File: src/rtl/sam_pkg.sv
package sam_pkg;
  localparam int NCH   = 5;
  localparam int SMP_W = 12;
  localparam int SEL_W = $clog2(NCH);
endpackage

File: src/rtl/sam_tick.sv
// Free-running window timebase: bnd marks the last cycle of each window.
module sam_tick #(
  parameter int WIN = 50
) (
  input  logic clk,
  input  logic rst,
  output logic bnd
);
  localparam int CW = (WIN > 1) ? $clog2(WIN) : 1;

  logic [CW-1:0] cnt_q;

  assign bnd = (cnt_q == CW'(WIN - 1));

  always_ff @(posedge clk) begin
    if (rst)      cnt_q <= '0;
    else if (bnd) cnt_q <= '0;
    else          cnt_q <= cnt_q + 1'b1;
  end
endmodule

File: src/rtl/sam_div.sv
// Restoring divider, one quotient bit per cycle; QW low bits of quotient kept.
module sam_div #(
  parameter int NW = 20,
  parameter int DW = 8,
  parameter int QW = 12
) (
  input  logic          clk,
  input  logic          rst,
  input  logic          start,
  input  logic [NW-1:0] num,
  input  logic [DW-1:0] den,
  output logic          done,
  output logic [QW-1:0] quo
);
  localparam int KW = $clog2(NW + 1);

  logic [NW-1:0] n_q;
  logic [DW-1:0] d_q;
  logic [DW-1:0] r_q;
  logic [DW:0]   r_sh;
  logic [DW-1:0] r_nx;
  logic [QW-1:0] q_q;
  logic [KW-1:0] k_q;
  logic          busy_q;
  logic          ge;

  always_comb begin
    r_sh = {r_q, n_q[NW-1]};
    ge   = (r_sh >= {1'b0, d_q});
    r_nx = ge ? DW'(r_sh - {1'b0, d_q}) : r_sh[DW-1:0];
  end

  always_ff @(posedge clk) begin
    if (rst) begin
      n_q    <= '0;
      d_q    <= '0;
      r_q    <= '0;
      q_q    <= '0;
      k_q    <= '0;
      busy_q <= 1'b0;
      done   <= 1'b0;
    end else begin
      done <= 1'b0;
      if (start) begin
        n_q    <= num;
        d_q    <= den;
        r_q    <= '0;
        k_q    <= KW'(NW);
        busy_q <= 1'b1;
      end else if (busy_q) begin
        n_q <= {n_q[NW-2:0], 1'b0};
        r_q <= r_nx;
        q_q <= {q_q[QW-2:0], ge};
        k_q <= k_q - 1'b1;
        if (k_q == KW'(1)) begin
          busy_q <= 1'b0;
          done   <= 1'b1;
        end
      end
    end
  end

  assign quo = q_q;
endmodule

File: src/rtl/sam_win_acc.sv
// One channel, one window: accumulate, capture at boundary, divide.
module sam_win_acc #(
  parameter int SMP_W = 12,
  parameter int WIN   = 50
) (
  input  logic             clk,
  input  logic             rst,
  input  logic             bnd,
  input  logic [SMP_W-1:0] smp,
  input  logic             vld,
  output logic             done,
  output logic [SMP_W-1:0] mean
);
  localparam int CNT_W = $clog2(WIN + 1);
  localparam int ACC_W = SMP_W + CNT_W;

  logic [ACC_W-1:0] sum_q, sum_nx, cap_sum_q;
  logic [CNT_W-1:0] num_q, num_nx, cap_num_q;
  logic             go_q;

  always_comb begin
    sum_nx = sum_q + (vld ? ACC_W'(smp) : '0);
    num_nx = num_q + CNT_W'(vld);
  end

  always_ff @(posedge clk) begin
    if (rst) begin
      sum_q     <= '0;
      num_q     <= '0;
      cap_sum_q <= '0;
      cap_num_q <= '0;
      go_q      <= 1'b0;
    end else begin
      go_q <= 1'b0;
      if (bnd) begin
        cap_sum_q <= sum_nx;
        cap_num_q <= num_nx;
        go_q      <= (num_nx != '0);
        sum_q     <= '0;
        num_q     <= '0;
      end else begin
        sum_q <= sum_nx;
        num_q <= num_nx;
      end
    end
  end

  sam_div #(
    .NW(ACC_W),
    .DW(CNT_W),
    .QW(SMP_W)
  ) u_div (
    .clk  (clk),
    .rst  (rst),
    .start(go_q),
    .num  (cap_sum_q),
    .den  (cap_num_q),
    .done (done),
    .quo  (mean)
  );
endmodule

File: src/rtl/sam_pwm_cut.sv
// Cycle-by-cycle drive truncation on the fast comparator.
module sam_pwm_cut (
  input  logic clk,
  input  logic rst,
  input  logic pwm_in,
  input  logic cyc_start,
  input  logic fast_cmp,
  output logic pwm_out
);
  logic cut_q;
  logic cut_live;

  assign cut_live = fast_cmp | (cut_q & ~cyc_start);
  assign pwm_out  = pwm_in & ~cut_live;

  always_ff @(posedge clk) begin
    if (rst) cut_q <= 1'b0;
    else     cut_q <= cut_live;
  end
endmodule

File: src/rtl/sense_avg_monitor.sv
module sense_avg_monitor
  import sam_pkg::*;
#(
  parameter int FAULT_WIN = 50,
  parameter int TELE_WIN  = 160
) (
  input  logic                   clk,
  input  logic                   rst,
  input  logic [NCH*SMP_W-1:0]   smp_data,
  input  logic [NCH-1:0]         smp_valid,
  output logic [NCH-1:0]         smp_ready,
  input  logic [NCH*SMP_W-1:0]   flt_limit,
  input  logic [NCH-1:0]         flt_clr,
  output logic [NCH-1:0]         flt_flag,
  input  logic [SEL_W-1:0]       rd_sel,
  output logic [SMP_W-1:0]       rd_data,
  input  logic                   pwm_in,
  input  logic                   cyc_start,
  input  logic                   fast_cmp,
  output logic                   pwm_out
);
  logic             fbnd, tbnd;
  logic [NCH-1:0]   flt_done, tele_upd;
  logic [SMP_W-1:0] flt_mean  [NCH];
  logic [SMP_W-1:0] tele_mean [NCH];
  logic [SMP_W-1:0] tele_q    [NCH];

  assign smp_ready = {NCH{~rst}};

  sam_tick #(.WIN(FAULT_WIN)) u_ftick (.clk(clk), .rst(rst), .bnd(fbnd));
  sam_tick #(.WIN(TELE_WIN))  u_ttick (.clk(clk), .rst(rst), .bnd(tbnd));

  for (genvar g = 0; g < NCH; g++) begin : g_ch
    sam_win_acc #(.SMP_W(SMP_W), .WIN(FAULT_WIN)) u_fast (
      .clk (clk),
      .rst (rst),
      .bnd (fbnd),
      .smp (smp_data[g*SMP_W +: SMP_W]),
      .vld (smp_valid[g]),
      .done(flt_done[g]),
      .mean(flt_mean[g])
    );
    sam_win_acc #(.SMP_W(SMP_W), .WIN(TELE_WIN)) u_slow (
      .clk (clk),
      .rst (rst),
      .bnd (tbnd),
      .smp (smp_data[g*SMP_W +: SMP_W]),
      .vld (smp_valid[g]),
      .done(tele_upd[g]),
      .mean(tele_mean[g])
    );
  end

  // Sticky fault flags: a new decision wins over a clear.
  always_ff @(posedge clk) begin
    if (rst) begin
      flt_flag <= '0;
    end else begin
      for (int c = 0; c < NCH; c++) begin
        if (flt_done[c] && (flt_mean[c] > flt_limit[c*SMP_W +: SMP_W]))
          flt_flag[c] <= 1'b1;
        else if (flt_clr[c])
          flt_flag[c] <= 1'b0;
      end
    end
  end

  // Monitoring registers: whole-word replacement on update.
  always_ff @(posedge clk) begin
    if (rst) begin
      for (int c = 0; c < NCH; c++) tele_q[c] <= '0;
    end else begin
      for (int c = 0; c < NCH; c++)
        if (tele_upd[c]) tele_q[c] <= tele_mean[c];
    end
  end

  always_comb begin
    rd_data = '0;
    for (int c = 0; c < NCH; c++)
      if (rd_sel == SEL_W'(c)) rd_data = tele_q[c];
  end

  sam_pwm_cut u_cut (
    .clk      (clk),
    .rst      (rst),
    .pwm_in   (pwm_in),
    .cyc_start(cyc_start),
    .fast_cmp (fast_cmp),
    .pwm_out  (pwm_out)
  );
endmodule

File: config.mk
export PLATFORM = sky130hd
export DESIGN_NAME = sense_avg_monitor
export DESIGN_NICKNAME = d
export VERILOG_FILES = /design/src/rtl/sam_pkg.sv /design/src/rtl/sam_tick.sv /design/src/rtl/sam_div.sv /design/src/rtl/sam_win_acc.sv /design/src/rtl/sam_pwm_cut.sv /design/src/rtl/sense_avg_monitor.sv
export SDC_FILE = /design/constraint.sdc
export NUM_CORES = 2
export LEC_CHECK = 0
export ABC_AREA = 1
export BUFFER_PORTS_ARGS = -buffer_cell sky130_fd_sc_hd__buf_2
export CELL_PAD_IN_SITES_DETAIL_PLACEMENT = 1
export CELL_PAD_IN_SITES_GLOBAL_PLACEMENT = 1
export CORE_AREA = 2 2 364 366
export CTS_CLUSTER_SIZE = 25
export DETAILED_ROUTE_END_ITERATION = 10
export DIE_AREA = 0 0 366 368
export PLACE_DENSITY = 0.74
export SYNTH_ARGS = -nofsm -noshare
export SYNTH_HDL_FRONTEND = slang
export SYNTH_SLANG_ARGS = --single-unit
export TNS_END_PERCENT = 5
File: constraint.sdc
create_clock -name clk -period 2 [get_ports clk]
set_clock_uncertainty 0.05 [all_clocks]
set_input_delay 0 -clock clk [delete_from_list [all_inputs] [get_ports clk]]
set_output_delay 0 -clock clk [all_outputs]
set_load 0.05 [all_outputs]
Yosys cells after proc, flatten, opt, wreduce, memory -nomap -nowiden
Memory sizes are Yosys's and may differ from the RTL's.
Index checks and enable logic that the tools add are counted.
Widths: inputs -> output; s select.
{"block": "classes", "add_sub_neg": 42, "mul": 0, "div": 0, "magnitude_cmp": 15, "n_eq_ne": 16, "shifts": 0, "n_mux": 137, "n_bitwise": 33, "n_reduce_logical": 65}
{"operator": "$mux 12", "n": 20}
{"operator": "$mux 20", "n": 10}
{"operator": "$mux 18", "n": 10}
{"operator": "$add 20x20->20", "n": 5}
{"operator": "$mux 5", "n": 20}
{"operator": "$add 18x18->18", "n": 5}
{"operator": "$mux 1", "n": 67}
{"operator": "$gt 12x12->1", "n": 5}
{"operator": "$eq 5x1->1 const B", "n": 10}
{"operator": "$sub 5x1->5 const B", "n": 10}
{"operator": "$ge 9x8->1", "n": 5}
{"operator": "$add 8x1->8", "n": 5}
{"operator": "$mux 8", "n": 5}
{"operator": "$reduce_bool 8->1", "n": 5}
{"operator": "$sub 8x8->8", "n": 5}
{"operator": "$ge 7x6->1", "n": 5}
{"operator": "$add 6x1->6", "n": 5}
{"operator": "$mux 6", "n": 5}
{"operator": "$reduce_bool 2->1", "n": 15}
{"operator": "$reduce_bool 6->1", "n": 5}
{"operator": "$reduce_or 3->1", "n": 10}
{"operator": "$sub 6x6->6", "n": 5}
{"operator": "$reduce_or 2->1", "n": 14}
{"operator": "$not 1->1", "n": 25}
{"operator": "12 further kinds", "n": 32}
{"block": "totals", "ff_bits": 1070, "latch_bits": 0, "ramBits": 60, "romBits": 0, "in_bits": 138, "out_inout_bits": 23, "elab_cells": 447, "mem_count": 1}
{"memory": "tele_q", "depth": 5, "width": 12, "rd": 5, "rd_ports_with_merged_regs": 0, "wr": 5, "line": "sense_avg_monitor.sv:26", "text": "logic [SMP_W-1:0] tele_q [NCH];"}

Depth between registers and ports, before layout
{"block": "logic_depth", "word_depth": 6, "ltp_mapped": 19, "mapped_depth_nobuf": 18}

Modules after synthesis
Synthesis repeated with hierarchy kept, for this count alone.
{"block": "hier_totals", "cells_unflattened": 8060, "hier_area_um2": 57472.6}
{"module": "sam_div at g_ch[0].u_fast.u_div ...", "instances": 5, "cells_each": 336, "area_each_um2": 2374.8, "seq_area_each_um2": 980.9}
{"module": "sam_win_acc at g_ch[1].u_slow ...", "instances": 4, "cells_each": 411, "area_each_um2": 2812.7, "seq_area_each_um2": 1141.1}
{"module": "sam_win_acc at g_ch[1].u_fast ...", "instances": 4, "cells_each": 336, "area_each_um2": 2386.0, "seq_area_each_um2": 980.9}
{"module": "sam_div at g_ch[2].u_slow.u_div ...", "instances": 3, "cells_each": 384, "area_each_um2": 2865.2, "seq_area_each_um2": 1101.1}
{"module": "sam_div at g_ch[0].u_slow.u_div ...", "instances": 2, "cells_each": 383, "area_each_um2": 2735.1, "seq_area_each_um2": 1101.1}
{"module": "sense_avg_monitor", "instances": 1, "cells_each": 632, "area_each_um2": 4785.8, "seq_area_each_um2": 1901.8}
{"module": "sam_win_acc at g_ch[0].u_slow", "instances": 1, "cells_each": 402, "area_each_um2": 2831.5, "seq_area_each_um2": 1141.1}
{"module": "sam_win_acc at g_ch[0].u_fast", "instances": 1, "cells_each": 338, "area_each_um2": 2391.0, "seq_area_each_um2": 980.9}
{"module": "sam_tick at u_ttick", "instances": 1, "cells_each": 60, "area_each_um2": 394.1, "seq_area_each_um2": 160.2}
{"module": "sam_tick at u_ftick", "instances": 1, "cells_each": 34, "area_each_um2": 282.8, "seq_area_each_um2": 120.1}
{"module": "sam_pwm_cut", "instances": 1, "cells_each": 8, "area_each_um2": 52.6, "seq_area_each_um2": 20.0}

Least setup slack after synthesis
No wires, ideal clock.
{"block": "synth_path", "path_kind": "input to register", "from": "input rst", "to": "memory tele_q[2][0] (netlist: tele_q[0][24]) (enable)", "setup_time_ps": 382, "t_arrival_ps": 1859, "required_ps": 1568, "slack_ps": -291, "path_stages": 6, "path_buffers": 4, "path_cell_list": "clkbuf_1 > inv_1 > buf_2 > clkbuf_1 > buf_1 > nand2_1"}
{"element": "start, declared", "line": "sense_avg_monitor.sv:8", "text": "input logic rst,"}
{"element": "end, declared", "line": "sense_avg_monitor.sv:26"}

Final worst setup path
{"block": "layout_path", "from": "register g_ch[2].u_slow.u_div.d_q[2]", "to": "register g_ch[2].u_slow.u_div.r_q[3]"}
{"block": "layout_via", "elab_chain_len": 2}
{"element": "start, declared", "line": "sam_div.sv:18", "text": "logic [DW-1:0] d_q;"}
{"element": "start signal, assigned", "line": "sam_div.sv:46", "text": "d_q <= den;"}
{"element": "$sub 8x8->8 / $ge 9x8->1 (equally long branches)", "line": "sam_div.sv:30, sam_div.sv:29"}
{"element": "$mux 8 *", "line": "sam_div.sv:30", "text": "r_nx = ge ? DW'(r_sh - {1'b0, d_q}) : r_sh[DW-1:0];"}
{"element": "end signal, assigned", "line": "sam_div.sv:52", "text": "r_q <= r_nx;"}
{"element": "end, declared", "line": "sam_div.sv:19", "text": "logic [DW-1:0] r_q;"}
Every way passes the cells marked *; elsewhere a longest branch is shown, timed or not.
A chain may end at the register's enable or synchronous reset.

==> summary.md <==
| Metric | Value |
|---|---|
| Slew headroom | 0.5209 |
| WL met2 | roughly 78000 um |
| Starting DRT DRC Count | between 2000 and 2500 |
| Drc violations | 0 |
| Grt total ovfl | 0 |
| H-tree lvl count | 4 |
| Commonest cells after routing, fill and taps aside | 1921 x nand2_1, 1163 x inv_1, 1062 x dfxtp_1 |
| Final WS setup | 0.04244 ns |
| CTS sink cnt | around 1100 |
| Hold crit path type | in2reg |
| ANT nets after route | 0 |
| Routed vias | approximately 50000 |
| Fmax | between 0.5 and 0.6 GHz |
| WHS | ~0.058 ns |
| Most common cell after layout, fill and taps aside | nand2_1 |
| Global placement routability congestion | a little under 0.9 |
| P_sw | between 10 and 15 mW |
| Met3 Wirelength | 4700 um |
| Die X-Extent | 366 um |
| First-pass GRT wire length | 261900 um |
| Async set or reset register ratio after synthesis | 0 |
| Syn Area/Cell | 7.107 um^2 |
| Post-Route WL | 158900 um |
| Combinational share of power | 0.087 |
| Fin crit share | 0.9788 |
| VDD IR max | 0.7949 mV |
| Clk pwr share | 0.468 |
| Leak | 30.35 nW |
| Max Buffers Root-to-Sink | 3 |
| Required @ worst endpoint | 2.57 ns |
| Worst slew pin tran | 0.7178 ns |
| Vias in the first global route | around 53000 |
| Initial antenna violation count | 8 |
| Status | completed |
| Post-DP HPWL | 113000 um |
| PwrDens | 804.6 mW/mm^2 |
| Sequential share of the synthesized area | 0.4252 |
| Final hold vios | 0 |
| FP Rows | roughly 130 |
| Post-Syn Instances | 7685 |
| Initial core utilization | 0.4176 |
| DIE AREA | between 0.1 and 0.15 mm^2 |
| RSZ-0062 raised after global routing | true |
| Int Power | 39.41 mW |
| Clk slew on worst S/H paths | 0.06 ns |
| Synth Cell Area | 0.05462 mm^2 |
| Final nets | 8479 |
| Die span in y | around 370 um |
| Top Ports | roughly 160 |
| R2R setup slack | 0.04 ns |
| Core area | roughly 0.13 mm^2 |
| Layout cells sized above 1 | 0.1044 |
| Pin count of the biggest net entering global routing | 94 |
| Port-buffer cells | 160 |
| Crit path capture type | register |
| Layout area overhead | 19.50% |
| Critical-path maximum fanout | 13 |
| EDFF count, synth | 60 |
| Sw Share | 0.2494 |
| Total power | ~53 mW |
| Yosys reg bits | between 1000 and 1500 |
| Drt pass-1 iters | 5 |
| Clk_lat worst skew | 0.76 ns |
| Post-synth top flop | dfxtp_1 |
| CTS root buf | clkbuf_16 |
| Max cap viols | 0 |
| Overall routing resource usage | 0.2323 |
| M1 WL | around 73000 um |
| Fin crit period | around 2.0 ns |
| Crit path DAT | 2.53 ns |
| Kind of critical path | reg2reg |
| DR top layer | met5 |
| Number of vias per cell | about 5 |
| Setup crit start kind | register |
| Final Setup Violations | 0 |
| Final design utilization | 0.4990 |
| Yosys warning count | 0 |
| Seq pwr share | 0.445 |
| Place WS | -0.1013 ns |
| Mapped Nets | between 8000 and 9000 |
| Slew Limit Fails | 0 |
| CTS tree | done |
| Distinct cells, synth | 55 |
| DR WL/cell | ~16 um |
| TritonCTS Buffers | 131 |
[kinds of logic after synthesis]
kind of cell	share of synthesized area
compound gates	0.1246
xor+xnor	0.02646
fa+ha+maj	0.05796
buf+inv	0.1025
flops	0.4252
simple gates	0.2633
[worst max-delay path: stages, from the launching register on]
cell      delay [ns]
dfxtp_1         0.33
inv_1           0.08
ha_4            0.25
a21oi_1         0.14
o21ai_0         0.09
buf_4           0.15
nand3_1         0.08
nand2_1         0.06
nand2_1         0.11
nand2_2         0.08
buf_12          0.15
o211ai_1        0.17
a21oi_1         0.08
[flip-flops by register name (all words and copies together) (netlist names), 40 cells and up]
signal / cells
g_ch.u_slow.u_div.r_q: 40
g_ch.u_fast.sum_q: 90
g_ch.u_fast.u_div.n_q: 90
g_ch.u_slow.u_div.quo: 60
g_ch.u_slow.u_div.n_q: 100
g_ch.u_fast.cap_sum_q: 90
g_ch.u_slow.num_q: 40
g_ch.u_fast.u_div.quo: 60
g_ch.u_slow.cap_sum_q: 100
tele_q: 60
g_ch.u_slow.cap_num_q: 40
g_ch.u_slow.sum_q: 100
g_ch.u_slow.u_div.d_q: 40
[synthesized netlist by cell type, types with 7 or more instances]
cell type / number / area [um^2]
nor2_2: 14 / 87.58
nor3_1: 71 / 355.3
nand2_1: 1949 / 7316
fa_1: 10 / 200.2
nor2_1: 839 / 3149
nand3_2: 17 / 170.2
o22ai_1: 103 / 644.4
nor3b_1: 10 / 75.07
o21ai_1: 36 / 180.2
a211oi_1: 14 / 105.1
nand3_1: 400 / 2002
nand4_1: 74 / 462.9
or2_2: 9 / 56.30
o21a_1: 16 / 120.1
nand2_2: 21 / 131.4
edfxtp_1: 60 / 1802
o21ai_0: 417 / 2087
xor2_1: 125 / 1095
buf_1: 10 / 37.54
nor4_1: 15 / 93.84
clkbuf_1: 196 / 735.7
a31o_2: 18 / 157.7
ha_1: 237 / 2965
and3_1: 7 / 43.79
buf_4: 10 / 75.07
a22oi_1: 76 / 570.6
a31oi_1: 14 / 87.58
buf_2: 50 / 250.2
o21bai_1: 16 / 120.1
inv_2: 16 / 60.06
o211ai_1: 56 / 420.4
inv_1: 1165 / 4373
dfxtp_1: 1070 / 21420
xnor2_1: 40 / 350.3
nand3b_1: 50 / 375.4
a21oi_1: 404 / 2022
[what timing repair did]
action,CTS,global route
resized for setup,19,163
hold buffers,142,1
cloned,0,2
pin swaps,0,30
setup endpoints to repair,42,306
hold endpoints to repair,434,1
buffers inserted,0,4
[power by group through the flow]
stage | Combinational (mW) | Sequential [mW] | Clock [mW]
floorplan | 2.75 | 23.8 | 0
global placement | 4.13 | 23.8 | 0
detailed placement | 4.25 | 23.8 | 0
CTS | 4.51 | 23.3 | 25.2
global route | 5.14 | 23.4 | 26.1
finish | 4.59 | 23.4 | 24.6
[path summary, 6_finish.rpt]
kind                               startpoint                           to  cells past startpoint
setup / recovery  g_ch[2].u_slow.u_div.d_q[2]  g_ch[2].u_slow.u_div.r_q[3]                     12
setup reg to reg  g_ch[2].u_slow.u_div.d_q[2]  g_ch[2].u_slow.u_div.r_q[3]                     12
hold reg to reg              u_ttick.cnt_q[0]             u_ttick.cnt_q[0]                      1
hold / removal                  flt_limit[41]                  flt_flag[3]                      8
[metal layers]
metal  up-vias  global-route usage
met5         -                   0
met4         6             0.06656
met3       237             0.03217
met2       558              0.4106
met1     24290              0.2936
li1      25250                   -
[area by class of cell]
class                   count  area [um^2]
fillers                 16590        65530
multi-input cells        5102        26550
flip-flops and latches   1130        23230
inverters                1184         4473
repair buffers            545         4389
clock buffers             187         3874
well taps                1755         2196
clock inverters            43        539.3
diodes                      3        7.507
[stage by stage]
step	setup TNS, ns	cell area [um^2]	cells
6_report	0	65260	9949
2_1_floorplan	0	54620	7685
3_5_place_dp	-1.910	58630	9568
5_1_grt	-2.632	65260	9948
3_3_place_gp	-0.1752	58630	9568
4_1_cts	0	64520	9940
No activity file was read; power rests on OpenSTA's default activity.
